--- config.mk ---
export PLATFORM = sky130hd
export DESIGN_NAME = dual_phase_pwm
export DESIGN_NICKNAME = d
export VERILOG_FILES = /design/src/rtl/dpwm_pkg.sv /design/src/rtl/dpwm_edge.sv /design/src/rtl/dpwm_phase.sv /design/src/rtl/dual_phase_pwm.sv
export SDC_FILE = /design/constraint.sdc
export NUM_CORES = 1
export LEC_CHECK = 0
export BUFFER_PORTS_ARGS = -buffer_cell sky130_fd_sc_hd__buf_2
export CAP_MARGIN = 10
export CORE_ASPECT_RATIO = 1.25
export CORE_MARGIN = 3
export CORE_UTILIZATION = 51
export DETAILED_ROUTE_END_ITERATION = 6
export PLACE_DENSITY = 0.73
export SLEW_MARGIN = 10
export SYNTH_ARGS = -nofsm -noshare
export SYNTH_HDL_FRONTEND = slang
export SYNTH_SLANG_ARGS = --single-unit
--- constraint.sdc ---
create_clock -name clk -period 1.6 [get_ports clk]
set_input_delay 0.24 -clock clk [delete_from_list [all_inputs] [get_ports clk]]
set_output_delay 0.24 -clock clk [all_outputs]
set_load 0.005 [all_outputs]
--- src/rtl/dpwm_pkg.sv ---
// Shared types for the interleaved PWM generator.
package dpwm_pkg;
    // Run state of one phase counter.
    typedef enum logic {
        PH_IDLE = 1'b0,
        PH_RUN  = 1'b1
    } phase_mode_t;
endpackage

--- src/rtl/dpwm_edge.sv ---
// Predicts a rising edge of a counter MSB.
// fire is high in the cycle whose next clock edge moves the count MSB from 0 to 1.
// Assumes the counter advances by one on every edge while active is high.
module dpwm_edge #(
    parameter int CNT_W = 4
) (
    input  logic             active,
    input  logic [CNT_W-1:0] cnt,
    output logic             fire
);
    localparam int MSB = CNT_W - 1;

    logic [CNT_W-1:0] cnt_next;

    // Next count value and the MSB transition it implies.
    always_comb begin
        cnt_next = cnt + 1'b1;
        fire     = active && !cnt[MSB] && cnt_next[MSB];
    end
endmodule

--- src/rtl/dpwm_phase.sv ---
// One PWM phase: a free-running period counter, a threshold held per period, and a registered gate.
// The phase starts on the first edge with launch high. The threshold is captured whenever the count
// becomes zero. The gate is high while count < held threshold.
// Assumes thr_in is stable around clock edges.
module dpwm_phase
    import dpwm_pkg::*;
#(
    parameter int CNT_W = 4
) (
    input  logic             clk,
    input  logic             rst_n,
    input  logic             run,
    input  logic             launch,
    input  logic [CNT_W-1:0] thr_in,
    output logic             gate_o,
    output logic             msb_rise_o
);
    phase_mode_t      mode_q;
    logic [CNT_W-1:0] cnt_q;
    logic [CNT_W-1:0] thr_q;
    logic [CNT_W-1:0] cnt_step;
    logic             act;

    assign act = (mode_q == PH_RUN);

    // Next sequential count while running.
    always_comb cnt_step = cnt_q + 1'b1;

    // Counter, threshold hold and gate register.
    always_ff @(posedge clk) begin
        if (!rst_n || !run) begin
            mode_q <= PH_IDLE;
            cnt_q  <= '0;
            thr_q  <= '0;
            gate_o <= 1'b0;
        end else if (!act) begin
            if (launch) begin
                mode_q <= PH_RUN;
                cnt_q  <= '0;
                thr_q  <= thr_in;
                gate_o <= (thr_in != '0);
            end
        end else begin
            cnt_q <= cnt_step;
            if (cnt_step == '0) begin
                thr_q  <= thr_in;
                gate_o <= (thr_in != '0);
            end else begin
                gate_o <= (cnt_step < thr_q);
            end
        end
    end

    // Half-period marker for launching a trailing phase.
    dpwm_edge #(.CNT_W(CNT_W)) u_edge (
        .active (act),
        .cnt    (cnt_q),
        .fire   (msb_rise_o)
    );
endmodule

--- src/rtl/dual_phase_pwm.sv ---
// Two-phase interleaved PWM generator for boost switch enables.
// Phase A starts with enable. Phase B starts when phase A's count MSB rises (half a period later).
// Both phases compare against the same duty word. Assumes inputs change away from clock edges.
module dual_phase_pwm #(
    parameter int CNT_W = 4
) (
    input  logic             clk,
    input  logic             rst_n,
    input  logic             enable,
    input  logic [CNT_W-1:0] duty,
    output logic             gate_a,
    output logic             gate_b
);
    logic rise_a;
    logic rise_b_unused;

    // Leading phase: launched directly by enable.
    dpwm_phase #(.CNT_W(CNT_W)) u_ph_a (
        .clk        (clk),
        .rst_n      (rst_n),
        .run        (enable),
        .launch     (1'b1),
        .thr_in     (duty),
        .gate_o     (gate_a),
        .msb_rise_o (rise_a)
    );

    // Trailing phase: launched by the leading phase's MSB rise.
    dpwm_phase #(.CNT_W(CNT_W)) u_ph_b (
        .clk        (clk),
        .rst_n      (rst_n),
        .run        (enable),
        .launch     (rise_a),
        .thr_in     (duty),
        .gate_o     (gate_b),
        .msb_rise_o (rise_b_unused)
    );
endmodule

==> results of run 1 <==
==> worst max-delay path: stages (launching register included) <==
cell	delay [ns]
dfxtp_2	0.35
ha_2	0.21
inv_1	0.10
o41a_1	0.50
o211ai_1	0.16
a31oi_1	0.11
==> cells by family after synthesis <==
group                      Yosys count  share of synthesized area
AOI/OAI and AO/OA                   29                      0.224
xor gates and xnor gates             4                     0.0342
adders and majority gates            7                     0.0856
buffers and inverters               13                     0.0489
DFF                                 20                      0.391
muxes                                5                     0.0489
and+or+nand+nor                     33                      0.167
==> per-layer routing <==
metal,GRT usage,up-vias,share of wire
li1,-,434,-
met1,0.251,407,0.45
met2,0.281,15,0.49
met3,0.0194,7,0.023
met4,0.118,0,0.032
met5,0,-,0
==> flip-flops by register name (all words and copies together) (netlist names) <==
| name | cells |
|---|---|
| u_ph_a.cnt_q | 4 |
| u_ph_a.thr_q | 4 |
| u_ph_b.cnt_q | 4 |
| u_ph_b.thr_q | 4 |
| u_ph_a.act | 1 |
| u_ph_a.gate_o | 1 |
| u_ph_b.act | 1 |
| u_ph_b.gate_o | 1 |
==> layout make-up <==
| type | count | area [um2] | share of cell area |
|---|---|---|---|
| Clock buffer | 4 | 36.3 | 0.0287 |
| Inverter | 11 | 41.3 | 0.0326 |
| Multi-Input combinational cell | 78 | 646 | 0.510 |
| Sequential cell | 20 | 410 | 0.324 |
| Tap cell | 19 | 23.8 | 0.0188 |
| Timing Repair Buffer | 17 | 108 | 0.0851 |
==> report_power, final <==
group | internal [W] | leakage, nW | switching [W]
clock | 0.000139 | 0.0210 | 0.000171
sequential | 0.000503 | 0.165 | 0.00000676
combinational | 0.0000247 | 0.332 | 0.0000283
total | 0.000667 | 0.518 | 0.000206
==> cells in the mapped netlist, types with 2 or more instances <==
library cell,n,area [um2]
nand3_1,8,40.0
inv_1,9,33.8
xor2_1,2,17.5
and3b_1,2,17.5
dfxtp_1,20,400
ha_1,7,87.6
and3_1,2,12.5
mux2i_1,5,50.1
o21ai_1,5,25.0
a211oi_1,2,15.0
xnor2_1,2,17.5
a31oi_1,3,18.8
a21boi_2,2,22.5
a21oi_1,7,35.0
nor2_1,10,37.5
nor4_1,2,12.5
nand2_1,5,18.8
==> path summary, 6_finish.rpt <==
path	start	cells past startpoint	to	slack [ns]
hold reg to reg	u_ph_b.thr_q[3]$_SDFFE_PN0P_	2	u_ph_b.thr_q[3]$_SDFFE_PN0P_	0.49
hold / removal	duty[3]	3	u_ph_b.thr_q[3]$_SDFFE_PN0P_	0.19
setup reg to reg	u_ph_b.cnt_q[0]$_SDFFE_PN0P_	5	u_ph_b.gate_o$_SDFFE_PN0P_	0.06
setup / recovery	u_ph_b.cnt_q[0]$_SDFFE_PN0P_	5	u_ph_b.gate_o$_SDFFE_PN0P_	0.06
==> through the flow <==
stage / instances / power (W) / hold WS [ns] / setup WS, ns
floorplan: 111 / 0.000550 / 0.387 / 0.0491
global placement: 144 / 0.000571 / 0.474 / 0.0366
detailed placement: 144 / 0.000573 / 0.473 / -0.00626
CTS: 148 / 0.000874 / 0.186 / 0.00665
global route: 149 / 0.000911 / 0.195 / -0.0772
finish: 149 / 0.000872 / 0.186 / 0.0562
==> repair_timing <==
action	in CTS	in global routing
pin swaps	2	8
endpoints found under the setup margin	2	4
setup buffers	0	1
gates resized for setup	4	14
==> reports/metrics.yaml, run 1 <==
floorplanning:
  die_y_um: 56.1
  core_mm2: 0.00183
  io_pins: 9
  dieArea_mm2: 0.00258
  die_x_um: 46.1
  rows: 17
  start_util: 0.560
clock_network:
  root_buffer: "clkbuf_4"
  cts_max_level: 1
  clkTransAtPathRegs_ns: 0.12
  cts_max_path_buffers: 2
  postCtsHoldBufs: 0
  cts_tree: "yes"
  clk_latency_ns: 0.32
  clock_sinks: 20
  cts_buffers: 3
timing:
  max_freq_mhz: 648
  skew_ns: 0.00733
  slew_viol_final: 0
  final-hold-violation-count: 0
  setup_tns_ns: 0
  tightestPinTransition_ns: 0.454
  rsz0062_at_grt: "yes"
  fin_crit_ns: 1.54
  period_share: 0.965
  relSlewSlack: 0.696
  setup_viol: 0
logic_synthesis:
  ys_seq_elements: 20
  synth_area_mm2: 0.00102
  yosysWarnings: 0
  synth_cell_types: 35
  async_reset_ff_frac: 0
  synthesis.nets: 125
  synth_edf_count: 0
  seq_area_frac_synth: 0.391
  syn_area_per_cell_um2: 9.22
  postSynthCellCount: 111
  synth_ff_type: "dfxtp_1"
worst_setup_path:
  arrival_ns: 1.74
  worst_setup_path_end_kind: "flop"
  path_max_fanout: 5
  worstPathRequired_ns: 1.80
  worstSetupStartpointType: "flop"
  critical_path_class: "flop to flop"
global_route:
  grt_pass1_wl_mm: 3.60
  grt_max_degree: 12
  grt_pass1_vias: 833
  overflow: 0
  antenna_found_initial: 0
  grt_util_all_layers: 0.190
placed_design:
  place_hpwl_mm: 1.63
  place_congestion: 0.757
  placed_area_mm2: 0.00114
  io_buffers: 8
finish:
  postLayoutCoreUtil: 0.692
  layout-drive-gt1-share: 0.315
  antenna_cells: 0
  final_area_mm2: 0.00126
  nNetsFinal: 145
  area_growth_syn_to_layout_pct: 23.6
  mostFrequentLayoutCell: "dfxtp_1"
  mostFrequentLayoutCells: "16 x dfxtp_1, 10 x nor2_1, 9 x inv_1, 9 x buf_4, 8 x buf_2"
  fill_cells: 154
power_and_ir_drop:
  power_density_mw_per_mm2: 690
  vdd_drop_max_mv: 0.606
  leakage_nw: 0.518
route:
  drc: 0
  drt_wl_total_mm: 2.28
  drtAntennaViolNets: 0
  dr.pass1.iters: 4
  drt_iter0_markers: 11
  routedWlPerCell_um: 15.3
  viasPerCell: 5.79
  vias: 863
run:
  timing.max_cap.violations: 0
min_path:
  hold_path_class: "primary input to flop"
run_status:
  status: "finished clean"
(Power assumes the default switching activity.)
==> inputs of run 2 (changes only) <==
--- a/config.mk
+++ b/config.mk
@@ -5,7 +5,7 @@
 export SDC_FILE = /design/constraint.sdc
 export NUM_CORES = 1
 export LEC_CHECK = 0
-export BUFFER_PORTS_ARGS = -buffer_cell sky130_fd_sc_hd__buf_2
+export BUFFER_PORTS_ARGS = -buffer_cell sky130_fd_sc_hd__buf_4
 export CAP_MARGIN = 10
 export CORE_ASPECT_RATIO = 1.25
 export CORE_MARGIN = 3
==> reports/metrics.yaml, run 2 (synthesized netlist as in run 1, its figures left out) <==
run_status:
  status: "finished clean"
worst_setup_path:
  critical_path_class: "flop to flop"
  r2r_slack_ns: 0.03
  worstSetupStartpointType: "flop"
  arrival_ns: 1.81
  crit_cells: 6
  worst_setup_path_end_kind: "flop"
  critPathBufInv: 0
  r2r_end: "u_ph_b.gate_o$_SDFFE_PN0P_"
  rr_worst_depth: 6
  crit_slowest_cell: "dfxtp_1"
  critPathMaxStageDelay_ns: 0.43
  endpoint: "u_ph_b.gate_o$_SDFFE_PN0P_"
  crit_family: "flip-flops"
  reg2reg_from: "u_ph_b.cnt_q[2]$_SDFFE_PN0P_"
  crit_start: "u_ph_b.cnt_q[2]$_SDFFE_PN0P_"
  worstPathRequired_ns: 1.83
  path_max_fanout: 4
  crit_chain: "nand3_1 > xnor2_1 > ha_1 > o21ai_1 > o211ai_1 > a31oi_1"
placed_design:
  dp_slack_ns: -0.0407
  place_hpwl_mm: 1.57
  place_inst: 145
  io_buffers: 8
  place_congestion: 0.786
clock_network:
  clk_latency_ns: 0.31
  clkTransAtPathRegs_ns: 0.11
  cts_max_level: 1
  cts_buffers: 3
  cts_max_path_buffers: 2
  clock_sinks: 20
  cts_tree: "yes"
  postCtsHoldBufs: 0
  root_buffer: "clkbuf_4"
finish:
  mostFrequentLayoutCells: "19 x buf_4, 16 x dfxtp_1, 10 x nor2_1"
  area_growth_syn_to_layout_pct: 27.6
  antenna_cells: 0
  fill_cells: 139
  mostFrequentLayoutCell: "buf_4"
  nNetsFinal: 148
  stdcell_count: 152
  postLayoutCoreUtil: 0.714
  layout-drive-gt1-share: 0.331
power_and_ir_drop:
  leakage_nw: 0.530
  total_power_w: 0.000863
  seqPwrFrac: 0.588
  p_int_w: 0.000671
  power_density_mw_per_mm2: 661
  clockPowerShare: 0.343
  switching_share: 0.223
  vdd_drop_max_mv: 0.639
  p_comb_frac: 0.069
  power.switching_w: 0.000192
timing:
  tightestPinTransition_ns: 0.487
  setup_viol: 0
  fin_crit_ns: 1.57
  setup_slack_ns: 0.0250
  slew_viol_final: 0
  final-hold-violation-count: 0
  rsz0062_at_grt: "yes"
  period_share: 0.984
  max_freq_mhz: 635
  skew_ns: 0.00494
  relSlewSlack: 0.675
route:
  viasPerCell: 5.84
  drc: 0
  drt_wl_total_mm: 2.26
  routedWlPerCell_um: 14.9
  drt_iter0_markers: 21
  drtAntennaViolNets: 0
  vias: 888
  dr.pass1.iters: 5
global_route:
  antenna_found_initial: 0
  grt_max_degree: 13
  grt_pass1_wl_mm: 3.47
  overflow: 0
  grt_pass1_vias: 814
  grt_util_all_layers: 0.181
run:
  timing.max_cap.violations: 0
floorplanning:
  die_x_um: 46.1
  rows: 17
  dieArea_mm2: 0.00258
  die_y_um: 56.1
  core_mm2: 0.00183
  start_util: 0.560
  io_pins: 9
min_path:
  hold_path_class: "primary input to flop"
==> run 2: timing repair <==
action                                  CTS  global route
buffers inserted                          0             3
endpoints found under the setup margin    3             7
resized for setup                         4            16
gates cloned                              0             0
endpoints found under the hold margin     0             0
pin swaps                                 1             8
==> run 2: worst min path at each step <==
| stage | depth (start not counted) | start | to |
|---|---|---|---|
| 2_1_floorplan | 2 | duty[0] | u_ph_a.thr_q[0]$_SDFFE_PN0P_ |
| 3_3_place_gp | 2 | u_ph_b.thr_q[2]$_SDFFE_PN0P_ | u_ph_b.thr_q[2]$_SDFFE_PN0P_ |
| 6_report | 3 | duty[2] | u_ph_a.thr_q[2]$_SDFFE_PN0P_ |
| 5_1_grt | 3 | duty[0] | u_ph_b.thr_q[0]$_SDFFE_PN0P_ |
| 4_1_cts | 3 | duty[2] | u_ph_a.thr_q[2]$_SDFFE_PN0P_ |
| 3_5_place_dp | 2 | u_ph_b.thr_q[3]$_SDFFE_PN0P_ | u_ph_b.thr_q[3]$_SDFFE_PN0P_ |
==> run 2: area by class of cell <==
cell class / instances / area (um2) / area share
Clock buffer: 4 / 36.3 / 0.0278
Inverter: 11 / 41.3 / 0.0316
Multi-Input combinational cell: 78 / 638 / 0.489
Sequential cell: 20 / 413 / 0.316
Tap cell: 19 / 23.8 / 0.0182
Timing Repair Buffer: 20 / 154 / 0.118
==> run 2: layer usage <==
metal,share of wire,vias to the layer above,global-route usage,wire length (um)
met5,0,-,0,0
met4,0.024,0,0.0976,54
met3,0.030,7,0.0356,69
met2,0.51,19,0.266,1150
met1,0.44,422,0.241,989
li1,-,440,-,-
==> run 2: worst min-delay path, cell delays in order <==
cell and delay [ns]:
buf_4 0.09, mux2i_1 0.06, nor2_1 0.07
==> run 2: stage by stage <==
step                      hold slack [ns]  cell area [um2]  setup TNS [ns]
after detailed placement            0.474             1170         -0.0407
final                               0.189             1310               0
after CTS                           0.189             1210         -0.0119
after global routing                0.178             1310          -0.146
after global placement              0.472             1170               0
after floorplan                     0.387             1020               0
==> run 2: power groups by stage <==
| stage | clock network (W) | logic, W | registers, W |
|---|---|---|---|
| floorplan | 0 | 0.0000287 | 0.000522 |
| global route | 0.000330 | 0.0000664 | 0.000509 |
| global placement | 0 | 0.0000536 | 0.000523 |
| finish | 0.000296 | 0.0000593 | 0.000508 |
| CTS | 0.000303 | 0.0000559 | 0.000512 |
| detailed placement | 0 | 0.0000553 | 0.000523 |
==> inputs of run 3 (changes only) <==
--- a/config.mk
+++ b/config.mk
@@ -9,9 +9,10 @@
 export CAP_MARGIN = 10
 export CORE_ASPECT_RATIO = 1.25
 export CORE_MARGIN = 3
-export CORE_UTILIZATION = 51
+export CORE_UTILIZATION = 56
 export DETAILED_ROUTE_END_ITERATION = 6
-export PLACE_DENSITY = 0.73
+export HOLD_SLACK_MARGIN = 0.12
+export PLACE_DENSITY = 0.76
 export SLEW_MARGIN = 10
 export SYNTH_ARGS = -nofsm -noshare
 export SYNTH_HDL_FRONTEND = slang
==> constraint.sdc (replaced) <==
create_clock -name clk -period 1.7 [get_ports clk]
set_input_delay 0.255 -clock clk [delete_from_list [all_inputs] [get_ports clk]]
set_output_delay 0.255 -clock clk [all_outputs]
set_load 0.005 [all_outputs]
==> reports/metrics.yaml, run 3 (synthesized netlist as in run 1, its figures left out) <==
worst_setup_path:
  r2r_end: "u_ph_a.gate_o$_SDFF_PN0_"
  rr_worst_depth: 6
  crit_chain: "ha_1 > ha_1 > a21boi_0 > o221ai_1 > a21oi_1 > a211oi_1"
  reg2reg_from: "u_ph_a.cnt_q[0]$_SDFF_PP0_"
  worstSetupStartpointType: "flop"
  worst_setup_path_end_kind: "flop"
  critical_path_class: "flop to flop"
  arrival_ns: 1.87
  r2r_slack_ns: 0.05
  path_max_fanout: 5
  critPathMaxStageDelay_ns: 0.37
  crit_top_cell: "ha_1"
  worstPathRequired_ns: 1.92
  crit_slowest_cell: "dfxtp_4"
timing:
  relSlewSlack: 0.739
  skew_ns: 0.00987
  max_freq_mhz: 608
  fin_crit_ns: 1.65
  period_share: 0.968
  slew_viol_final: 0
  final-hold-violation-count: 0
  tightestPinTransition_ns: 0.389
  setup_viol: 0
global_route:
  grt_pass1_vias: 888
  overflow: 0
  grt_pass1_wl_mm: 3.80
  grt_util_all_layers: 0.215
  use_met2: 0.420
  top_usage_layer: "met2"
  grt_max_degree: 12
  gr-usage-met3: 0.0201
  use_met1: 0.229
  antenna_found_initial: 0
clock_network:
  cts_max_level: 1
  clock_sinks: 20
  postCtsHoldBufs: 0
  clk_latency_ns: 0.30
  cts_buffers: 3
  cts_max_path_buffers: 2
  clkTransAtPathRegs_ns: 0.11
  cts_tree: "yes"
  root_buffer: "clkbuf_4"
route:
  vias: 873
  drc: 0
  drtAntennaViolNets: 0
  drt_wl_total_mm: 2.25
  dr.pass1.iters: 4
  routedWlPerCell_um: 15.4
  viasPerCell: 5.98
  drt_iter0_markers: 12
finish:
  layout-drive-gt1-share: 0.266
  nNetsFinal: 143
  area_growth_syn_to_layout_pct: 18.8
  antenna_cells: 0
  mostFrequentLayoutCells: "16 x dfxtp_1, 15 x buf_4, 10 x nor2_1"
  stdcell_count: 146
  postLayoutCoreUtil: 0.741
  fill_cells: 143
  mostFrequentLayoutCell: "dfxtp_1"
floorplanning:
  rows: 16
  core_mm2: 0.00164
  start_util: 0.623
  die_y_um: 53.8
  die_x_um: 44.2
  dieArea_mm2: 0.00238
  io_pins: 9
placed_design:
  place_hpwl_mm: 1.69
  io_buffers: 8
  place_inst: 141
  place_congestion: 0.841
min_path:
  hold_path_class: "primary input to flop"
  hold_end: "u_ph_a.thr_q[1]$_SDFFE_PN0P_"
  hold_depth: 3
  min_from: "duty[1]"
power_and_ir_drop:
  leakage_nw: 0.502
  vdd_drop_max_mv: 0.635
  power_density_mw_per_mm2: 658
run_status:
  status: "finished clean"
run:
  timing.max_cap.violations: 0
-- run 3: routing by layer --
layer  up-vias  wire length [um]
met1       424               873
met3         6                34
li1        434                 -
met4         0                48
met2         9              1290
met5         -                 0
-- run 3: worst max-delay path: cells and delay by family (launching register included) --
family / cells / cell delay, ns
compound gates: 4 / 0.59
fa+ha+maj: 2 / 0.61
flops: 1 / 0.37
-- run 3: final cells by class --
class	count	area, um2	area share
clock buffers	4	36.3	0.0298
inverters	11	41.3	0.0340
multi-input cells	78	593	0.488
flip-flops and latches	20	410	0.337
well taps	18	22.5	0.0185
repair buffers	15	113	0.0926
-- run 3: how the worst max path moves through the flow --
stage                            startpoint                         end  slack, ns  cells past startpoint
2_1_floorplan    u_ph_a.cnt_q[0]$_SDFF_PP0_    u_ph_a.gate_o$_SDFF_PN0_       0.15                      6
3_3_place_gp     u_ph_a.cnt_q[0]$_SDFF_PP0_    u_ph_a.gate_o$_SDFF_PN0_       0.08                      6
3_5_place_dp     u_ph_a.cnt_q[0]$_SDFF_PP0_    u_ph_a.gate_o$_SDFF_PN0_      0.007                      6
4_1_cts        u_ph_b.cnt_q[0]$_SDFFE_PN0P_  u_ph_b.gate_o$_SDFFE_PN0P_      0.002                      6
5_1_grt        u_ph_b.cnt_q[1]$_SDFFE_PN0P_  u_ph_b.gate_o$_SDFFE_PN0P_      -0.03                      5
6_report         u_ph_a.cnt_q[0]$_SDFF_PP0_    u_ph_a.gate_o$_SDFF_PN0_       0.05                      6
-- run 3: through the flow --
step | hold slack, ns | setup TNS, ns | power (W) | setup slack [ns] | cell area [um2]
after floorplan | 0.402 | 0 | 0.000518 | 0.149 | 1020
after global placement | 0.470 | 0 | 0.000542 | 0.0845 | 1140
after detailed placement | 0.472 | 0 | 0.000543 | 0.00745 | 1140
after CTS | 0.201 | 0 | 0.000813 | 0.00191 | 1190
after global routing | 0.217 | -0.0651 | 0.000835 | -0.0332 | 1220
final | 0.208 | 0 | 0.000801 | 0.0540 | 1220
-- run 3: what timing repair did --
item | 4_1_cts | 5_1_grt
buffers inserted | 0 | 1
pin swaps | 0 | 2
setup endpoints to repair | 1 | 6
resized for setup | 2 | 8
-- run 3: report_power, final --
group / switching, W / internal [W] / leakage [nW]
Combinational: 0.0000260 / 0.0000266 / 0.317
Sequential: 0.00000598 / 0.000473 / 0.165
Clock: 0.000139 / 0.000131 / 0.0210
